<file path="config.mk">
export PLATFORM = sky130hd
export DESIGN_NAME = iso_rx_reorder
export DESIGN_NICKNAME = d
export VERILOG_FILES = /design/src/rtl/iso_rx_pkg.sv /design/src/rtl/iso_rx_store.sv /design/src/rtl/iso_rx_len_chk.sv /design/src/rtl/iso_rx_reorder.sv
export SDC_FILE = /design/constraint.sdc
export NUM_CORES = 1
export LEC_CHECK = 0
export ABC_AREA = 1
export BUFFER_PORTS_ARGS = -buffer_cell sky130_fd_sc_hd__buf_2
export CAP_MARGIN = 20
export CORE_AREA = 5 5 221 223
export CTS_BUF_LIST = sky130_fd_sc_hd__clkbuf_8
export CTS_CLUSTER_SIZE = 30
export DETAILED_ROUTE_END_ITERATION = 6
export DIE_AREA = 0 0 226 228
export PLACE_DENSITY = 0.68
export RECOVER_POWER = 100
export SYNTH_ARGS = -nofsm -noshare
export SYNTH_HDL_FRONTEND = slang
export SYNTH_SLANG_ARGS = --single-unit
</file>
<file path="constraint.sdc">
create_clock -name clk -period 11.4 [get_ports clk]
set_clock_uncertainty 0.05 [all_clocks]
set_input_delay 2.28 -clock clk [delete_from_list [all_inputs] [get_ports clk]]
set_output_delay 2.28 -clock clk [all_outputs]
set_load 0.005 [all_outputs]
</file>
<file path="src/rtl/iso_rx_pkg.sv">
package iso_rx_pkg;

  localparam int QUAD_W = 32;
  localparam int LEN_W  = 16;
  localparam int EXP_W  = 15;

  typedef enum logic [1:0] {
    ST_FILL = 2'd0,
    ST_STAT = 2'd1,
    ST_BODY = 2'd2
  } rx_state_e;

  function automatic logic [LEN_W-1:0] hdr_byte_len(input logic [QUAD_W-1:0] q);
    return q[31:16];
  endfunction

  // header + payload quadlets implied by a byte length
  function automatic logic [EXP_W-1:0] body_quads(input logic [LEN_W-1:0] len);
    logic [LEN_W:0] rounded;
    rounded = {1'b0, len} + 17'd3;
    return EXP_W'(rounded >> 2) + EXP_W'(1);
  endfunction

endpackage

</file>
<file path="src/rtl/iso_rx_store.sv">
module iso_rx_store #(
  parameter int DEPTH = 17,
  parameter int W     = 32,
  localparam int AW   = (DEPTH > 1) ? $clog2(DEPTH) : 1
) (
  input  logic          clk,
  input  logic          we,
  input  logic [AW-1:0] waddr,
  input  logic [W-1:0]  wdata,
  input  logic [AW-1:0] raddr,
  output logic [W-1:0]  rdata
);

  logic [W-1:0] mem_q [DEPTH];

  always_ff @(posedge clk) begin
    if (we) begin
      mem_q[waddr] <= wdata;
    end
  end

  assign rdata = mem_q[raddr];

endmodule

</file>
<file path="src/rtl/iso_rx_len_chk.sv">
module iso_rx_len_chk
  import iso_rx_pkg::*;
#(
  parameter int BODY_DEPTH = 17,
  localparam int CW        = $clog2(BODY_DEPTH + 1)
) (
  input  logic             clk,
  input  logic             rst_n,
  input  logic             beat_en,
  input  logic             beat_last,
  input  logic [LEN_W-1:0] beat_len,
  output logic [CW-1:0]    body_cnt,
  output logic             wr_allow,
  output logic             pkt_ok
);

  logic [CW-1:0]    cnt_q, cnt_d;
  logic             ovf_q, ovf_d;
  logic [EXP_W-1:0] exp_q, exp_d;
  logic             cnt_en;

  assign cnt_en = beat_en;

  always_comb begin
    cnt_d = cnt_q;
    ovf_d = ovf_q;
    exp_d = exp_q;
    if (beat_last) begin
      cnt_d = '0;
      ovf_d = 1'b0;
    end else begin
      if (cnt_q == '0) begin
        exp_d = body_quads(beat_len);
      end
      if (cnt_q == CW'(BODY_DEPTH)) begin
        ovf_d = 1'b1;
      end else begin
        cnt_d = cnt_q + CW'(1);
      end
    end
  end

  always_ff @(posedge clk or negedge rst_n) begin
    if (!rst_n) begin
      cnt_q <= '0;
      ovf_q <= 1'b0;
      exp_q <= '0;
    end else if (cnt_en) begin
      cnt_q <= cnt_d;
      ovf_q <= ovf_d;
      exp_q <= exp_d;
    end
  end

  assign body_cnt = cnt_q;
  assign wr_allow = (cnt_q < CW'(BODY_DEPTH));
  assign pkt_ok   = !ovf_q && (cnt_q != '0) && (EXP_W'(cnt_q) == exp_q);

endmodule

</file>
<file path="src/rtl/iso_rx_reorder.sv">
module iso_rx_reorder
  import iso_rx_pkg::*;
#(
  parameter int MAX_DATA_QUADS = 16
) (
  input  logic              clk,
  input  logic              rst_n,
  input  logic              in_valid,
  input  logic [QUAD_W-1:0] in_data,
  input  logic              in_last,
  output logic              in_ready,
  input  logic              fifo_full,
  output logic              fifo_wr_en,
  output logic [QUAD_W-1:0] fifo_wr_data,
  output logic              drop_err
);

  localparam int BODY_DEPTH = MAX_DATA_QUADS + 1;
  localparam int CW         = $clog2(BODY_DEPTH + 1);
  localparam int AW         = (BODY_DEPTH > 1) ? $clog2(BODY_DEPTH) : 1;

  rx_state_e         state_q, state_d;
  logic [QUAD_W-1:0] stat_q;
  logic [CW-1:0]     len_q;
  logic [CW-1:0]     rd_q, rd_d;
  logic              err_q, err_d;

  logic              accept;
  logic              ld_pkt;
  logic              rd_en;
  logic              st_en;
  logic              mem_we;
  logic [CW-1:0]     body_cnt;
  logic              wr_allow;
  logic              pkt_ok;
  logic [QUAD_W-1:0] rdata;

  assign in_ready = (state_q == ST_FILL);
  assign accept   = in_valid && in_ready;
  assign mem_we   = accept && !in_last && wr_allow;

  iso_rx_len_chk #(
    .BODY_DEPTH (BODY_DEPTH)
  ) u_len (
    .clk       (clk),
    .rst_n     (rst_n),
    .beat_en   (accept),
    .beat_last (in_last),
    .beat_len  (hdr_byte_len(in_data)),
    .body_cnt  (body_cnt),
    .wr_allow  (wr_allow),
    .pkt_ok    (pkt_ok)
  );

  iso_rx_store #(
    .DEPTH (BODY_DEPTH),
    .W     (QUAD_W)
  ) u_store (
    .clk   (clk),
    .we    (mem_we),
    .waddr (AW'(body_cnt)),
    .wdata (in_data),
    .raddr (AW'(rd_q)),
    .rdata (rdata)
  );

  always_comb begin
    state_d      = state_q;
    rd_d         = rd_q;
    err_d        = 1'b0;
    ld_pkt       = 1'b0;
    fifo_wr_en   = 1'b0;
    fifo_wr_data = rdata;
    unique case (state_q)
      ST_FILL: begin
        if (accept && in_last) begin
          if (pkt_ok) begin
            ld_pkt  = 1'b1;
            rd_d    = '0;
            state_d = ST_STAT;
          end else begin
            err_d = 1'b1;
          end
        end
      end
      ST_STAT: begin
        fifo_wr_data = stat_q;
        if (!fifo_full) begin
          fifo_wr_en = 1'b1;
          state_d    = ST_BODY;
        end
      end
      ST_BODY: begin
        if (!fifo_full) begin
          fifo_wr_en = 1'b1;
          rd_d       = rd_q + CW'(1);
          if (rd_q == len_q - CW'(1)) begin
            state_d = ST_FILL;
          end
        end
      end
      default: state_d = ST_FILL;
    endcase
  end

  assign rd_en = ld_pkt || (fifo_wr_en && (state_q == ST_BODY));
  assign st_en = (state_d != state_q);

  always_ff @(posedge clk or negedge rst_n) begin
    if (!rst_n) begin
      state_q <= ST_FILL;
    end else if (st_en) begin
      state_q <= state_d;
    end
  end

  always_ff @(posedge clk or negedge rst_n) begin
    if (!rst_n) begin
      stat_q <= '0;
      len_q  <= '0;
    end else if (ld_pkt) begin
      stat_q <= in_data;
      len_q  <= body_cnt;
    end
  end

  always_ff @(posedge clk or negedge rst_n) begin
    if (!rst_n) begin
      rd_q <= '0;
    end else if (rd_en) begin
      rd_q <= rd_d;
    end
  end

  always_ff @(posedge clk or negedge rst_n) begin
    if (!rst_n) begin
      err_q <= 1'b0;
    end else begin
      err_q <= err_d;
    end
  end

  assign drop_err = err_q;

endmodule

</file>
* After elaboration in Yosys (flattened, before gate mapping) *
Memories as Yosys holds them, arrays and structs flattened.
Cells that the tools add are included.

operators by class
  add/sub/neg operators = 5
  magnitude comparators = 1
  eq/ne operators = 10
  mux-type cells = 25
  bitwise operators = 1
  reductions and logical operators = 20

operator list
  kind                   count
  $mux 32                1
  $mux 5                 5
  $add 16x2->17 const B  1
  $add 15x1->15 const B  1
  $eq 5x15->1            1
  $mux 1                 12
  $add 5x1->5 const B    2
  $mux 2                 5
  $pmux 5 s2             1
  $logic_and 1x1->1      7
  $pmux 2 s3             1
  $eq 5x5->1             1
  $eq 5x5->1 const B     1
  $logic_not 5->1        1
  $lt 5x5->1 const B     1
  $reduce_and 5->1       1
  $reduce_bool 5->1      1
  $sub 5x1->5 const B    1
  $ne 2x1->1 const B     2
  $ne 2x2->1 const B     2
  $reduce_and 2->1       2
  $reduce_bool 2->1      2
  $reduce_and 3->1       1
  $eq 2x1->1 const B     1
  7 further kinds        8

storage, ports and cells
  bits in registers = 66
  bits in writable memories = 544
  output and inout bits = 35
  memories kept = 1

memories
  memory         words  bits a word  rd ports  clocked after memory_dff  write ports  RTL line            text
  u_store.mem_q  17     32           1         0                         1            iso_rx_store.sv:14  logic [W-1:0] mem_q [DEPTH];

* Logic depth before layout (Yosys ltp) *
  depth in word-level cells = 8
  mapped depth = 14
  depth with buffers taken out = 14

* By module *
From an unflattened synthesis, not the netlist that was laid out.

second synthesis, totals
  cells, all modules = 2490
  area, all modules = 26191.4 um2

by module, submodules not included
  module          times used  cells each  area each (um2)  sequential area each (um2)
  iso_rx_store    1           1844        21931.0          16335.7
  iso_rx_reorder  1           359         2439.8           1126.1
  iso_rx_len_chk  1           287         1820.5           525.5

* Worst setup path after synthesis *
Ideal clock, no wire load.

  kind = in2reg
  start point = input in_valid
  end point = memory u_store.mem_q[16][0], enable pin
  arrival time = 5913 ps
  data required time = 10848 ps
  setup slack = 4935 ps
  stages on the path = 6
  buffers on the path = 0
  path through = nand2_1 > nor2_1 > nand2_1 > inv_1 > nand2_1 > nor4_1

on the way
  longest elaborated chain between the ends = 5

ends and longest elaborated chain
  item                            RTL line              text
  start: declaration              iso_rx_reorder.sv:8   input logic in_valid,
  $logic_and 1x1->1               iso_rx_reorder.sv:39  assign accept = in_valid && in_ready;
  $logic_and 1x1->1 (2 in a row)  iso_rx_reorder.sv:40  assign mem_we = accept && !in_last && wr_allow;
  $mux 1                          iso_rx_store.sv:17    if (we) begin
  $mux 1 (implied by the code)    iso_rx_store.sv:18    mem_q[waddr] <= wdata;
  end: declaration                iso_rx_store.sv:14

Every way passes these cells.

* Final worst setup path *
  start point = register rd_q[1]
  end point = output fifo_wr_data[30]

on the way
  longest elaborated chain between the ends = 2

ends and longest elaborated chain
  item                      RTL line               text
  start: declaration        iso_rx_reorder.sv:25   logic [CW-1:0] rd_q, rd_d;
  start signal: assignment  iso_rx_reorder.sv:131  rd_q <= rd_d;
  $mem_v2 17x32             -
  $mux 32                   iso_rx_reorder.sv:74   unique case (state_q)
  end: declaration          iso_rx_reorder.sv:14   output logic [QUAD_W-1:0] fifo_wr_data,

Every way passes these cells.

==> impl_metrics.json <==
{
  "path_buf_inv": 3,
  "top_layer": "met4",
  "wl_per_cell_um": 22.2,
  "ys_seq_area_frac": 0.708,
  "yosys_warnings": 0,
  "power_density_nw_per_um2": 202,
  "worst-path-max-fanout": 56,
  "dr_total_vias": 17200,
  "swShare": 0.310,
  "max_cap_violations": 26,
  "drtIter0Drc": 2036,
  "clock-sinks": 610,
  "min_period_ns": 8.50,
  "crit_arrival_ns": 6.17,
  "slowest_stage": "clkbuf_1",
  "ioPinCount": 72,
  "p_int_mw": 3.89,
  "comb_power_share": 0.215,
  "clk_latency_ns": 0.68,
  "fin_area_um2": 27800,
  "firstDrtPassIters": 6,
  "crit_family": "buffers and inverters",
  "wl_um": 65200,
  "avgViaCountPerCell": 5.84,
  "die_h_um": 228,
  "worstHoldPathType": "register to register",
  "antenna_found_initial": 0,
  "critPathMaxStageDelay_ns": 2.28,
  "gp_congestion": 0.869,
  "cts.root.buffer_cell": "clkbuf_8",
  "switchingPower_mw": 1.75,
  "finalSetupViolations": 0,
  "fp-row-count": 79,
  "ctsResizeCount": 0,
  "place_area_um2": 26300,
  "grt_first_pass_wirelength_um": 98100,
  "netlist_instances": 2178,
  "io_buffers": 71,
  "setup_slack_ns": 2.90,
  "worst_ep_required_time_ns": 9.07,
  "start_util": 0.548,
  "crit_chain": "inv_1, clkbuf_1, o21ai_0, o22ai_1, nand2_1, nand2_1, nor2_1, o21ai_0, buf_2",
  "drc": 0,
  "power_leakage_nw": 9.95,
  "synth_seq_cells": 610,
  "pwr-share-clk": 0.322,
  "seq_power_share": 0.463,
  "fin_nets": 2301,
  "multi_input_area_um2": 6380,
  "core_um2": 46400,
  "setup_tns_ns": 0,
  "fillers": 3781,
  "relSlewSlack": -1.10,
  "gr-usage-all-layers": 0.249,
  "crit_path_start_kind": "register",
  "hpwl_um": 33700,
  "hold_violations": 0,
  "cts.hold.buffers_added": 0,
  "synth.distinct_cells": 36,
  "path_class": "register to output pin",
  "antenna_left": 0,
  "dpl_worst_slack_ns": 5.85,
  "synth.avg_cell_area_um2": 11.7,
  "dp.cells": 2762,
  "cts_tree": "done",
  "worstMarginPinSlew_ns": 3.15,
  "violations": "capacitance limit, slew limit",
  "rsz0062_at_grt": "no",
  "syn_area_um2": 25400,
  "fp.dieW_um": 226,
  "final_max_slew_viol_count": 737,
  "grt_pass1_vias": 16800,
  "ir_worst_vdd_v": 0.000143,
  "final_cells": 2942,
  "cts_max_path_buffers": 3,
  "dieArea_um2": 51500,
  "synth_fp_nets": 2226,
  "outcome": "finished with violations",
  "met1Wirelength_um": 27300,
  "clkTransAtPathRegs_ns": 0.06,
  "fmax_mhz": 118,
  "grt_max_degree": 219,
  "layout-drive-gt1-share": 0.0784,
  "htree_levels": 3,
  "regArea_um2": 18000,
  "post_cts_buffers": 0,
  "worstSetupEndpointType": "output pin",
  "dr_wl_met2_um": 30600,
  "post-route-period-util": 0.745,
  "wl_met3_um": 5680,
  "cts_buffers": 96,
  "syn2layout_area_growth_pct": 9.63,
  "overflow": 0
}
==> cell families (layout without fill, tap and decap cells) <==
group                    count (synthesis)  in the layout  synth area share
AND/OR/NAND/NOR                        828            828             0.132
other                                    0              1                 0
adder cells (fa/ha/maj)                 11             11           0.00542
buffers and inverters                  214            370            0.0374
XOR/XNOR                                16             16           0.00552
AO/OA/AOI/OAI                          499            499             0.111
flip-flops                             610            610             0.708
==> final timing paths <==
| path | startpoint | end | slack [ns] | cells after the start |
|---|---|---|---|---|
| worst max-delay path | rd_q[1] | fifo_wr_data[30] | 2.90 | 9 |
| max in group asynchronous | rst_n | rd_q[0] | 5.22 | 2 |
| worst min register to register | u_len.exp_q[14] | u_len.exp_q[14] | 0.43 | 2 |
| worst max register to register | state_q[0] | u_store.mem_q[9][23] | 6.39 | 9 |
| worst min-delay path | u_len.exp_q[14] | u_len.exp_q[14] | 0.43 | 2 |
| min in group asynchronous | rst_n | stat_q[19] | 2.03 | 1 |
==> synthesized netlist by cell type (all sizes together) <==
| cell | n | area [um^2] |
|---|---|---|
| a21oi | 21 | 109 |
| buf | 58 | 362 |
| clkbuf | 66 | 250 |
| dfrtp | 66 | 1650 |
| edfxtp | 544 | 16300 |
| ha | 11 | 138 |
| inv | 90 | 338 |
| nand2 | 291 | 1120 |
| nand3 | 69 | 365 |
| nand3b | 1 | 7.51 |
| nand4 | 20 | 125 |
| nor2 | 440 | 1680 |
| nor3 | 4 | 25.0 |
| nor4 | 1 | 6.26 |
| nor4b | 1 | 23.8 |
| o211ai | 54 | 405 |
| o21ai | 357 | 1860 |
| o221ai | 11 | 96.3 |
| o22ai | 56 | 350 |
| or2 | 1 | 6.26 |
| xnor2 | 5 | 43.8 |
| xor2 | 11 | 96.3 |
==> cell usage in the layout, fill, tap and decap left out, types with 2 or more instances in the layout <==
master and instances:
a21oi_1 20, buf_2 13, buf_4 11, bufinv_16 5, clkbuf_1 76, clkbuf_8 107
clkinv_1 20, clkinv_2 14, clkinvlp_4 2, dfrtp_1 64, edfxtp_1 544, ha_1 10
inv_1 114, inv_2 6, nand2_1 287, nand2_2 4, nand3_1 66, nand3_2 3
nand4_1 20, nor2_1 432, nor2_2 3, nor2_4 5, nor3_1 3, o211ai_1 54
o21ai_0 332, o21ai_1 24, o221ai_1 11, o22ai_1 56, xnor2_1 5, xor2_1 11
==> layout make-up <==
type / instances / share of cell area
diodes: 1 / 0.0000899
clock buffers: 107 / 0.0529
clock inverters: 72 / 0.0153
inverters: 90 / 0.0123
multi-input cells: 1354 / 0.229
flip-flops and latches: 610 / 0.646
well taps: 607 / 0.0273
repair buffers: 101 / 0.0163
==> tightest hold or removal path, stage by stage, from the launching register on <==
cell and delay (ns):
dfrtp_1 0.34, nand2_1 0.05, nand2_1 0.06
==> routing by layer <==
metal | up-vias | GRT usage
met4 | 0 | 0.0825
met5 | - | 0
li1 | 7885 | -
met3 | 114 | 0.0443
met1 | 8368 | 0.357
met2 | 815 | 0.390
==> power groups by stage <==
| stage | sequential, mW | clock (mW) | combinational (mW) |
|---|---|---|---|
| after floorplan | 2.60 | 0 | 0.873 |
| after global placement | 2.65 | 0 | 1.20 |
| after detailed placement | 2.65 | 0 | 1.22 |
| after CTS | 2.60 | 1.85 | 1.23 |
| after global routing | 2.62 | 1.95 | 1.36 |
| final | 2.61 | 1.81 | 1.21 |
==> metrics by stage <==
stage,hold WS [ns],utilization,total power [mW]
6_report,0.431,0.600,5.64
5_1_grt,0.467,0.600,5.93
4_1_cts,0.431,0.607,5.69
3_5_place_dp,0.417,0.566,3.88
3_3_place_gp,0.414,0.566,3.85
2_1_floorplan,0.399,-,3.47
==> registers in the layout, summed over array words and instances, names as in the netlist <==
name / count
u_len.exp_q: 15
state_q: 2
rd_q: 5
drop_err: 1
u_len.ovf_q: 1
u_len.body_cnt: 5
u_store.mem_q: 544
stat_q: 32
len_q: 5
No activity file was read; power rests on OpenSTA's default activity.
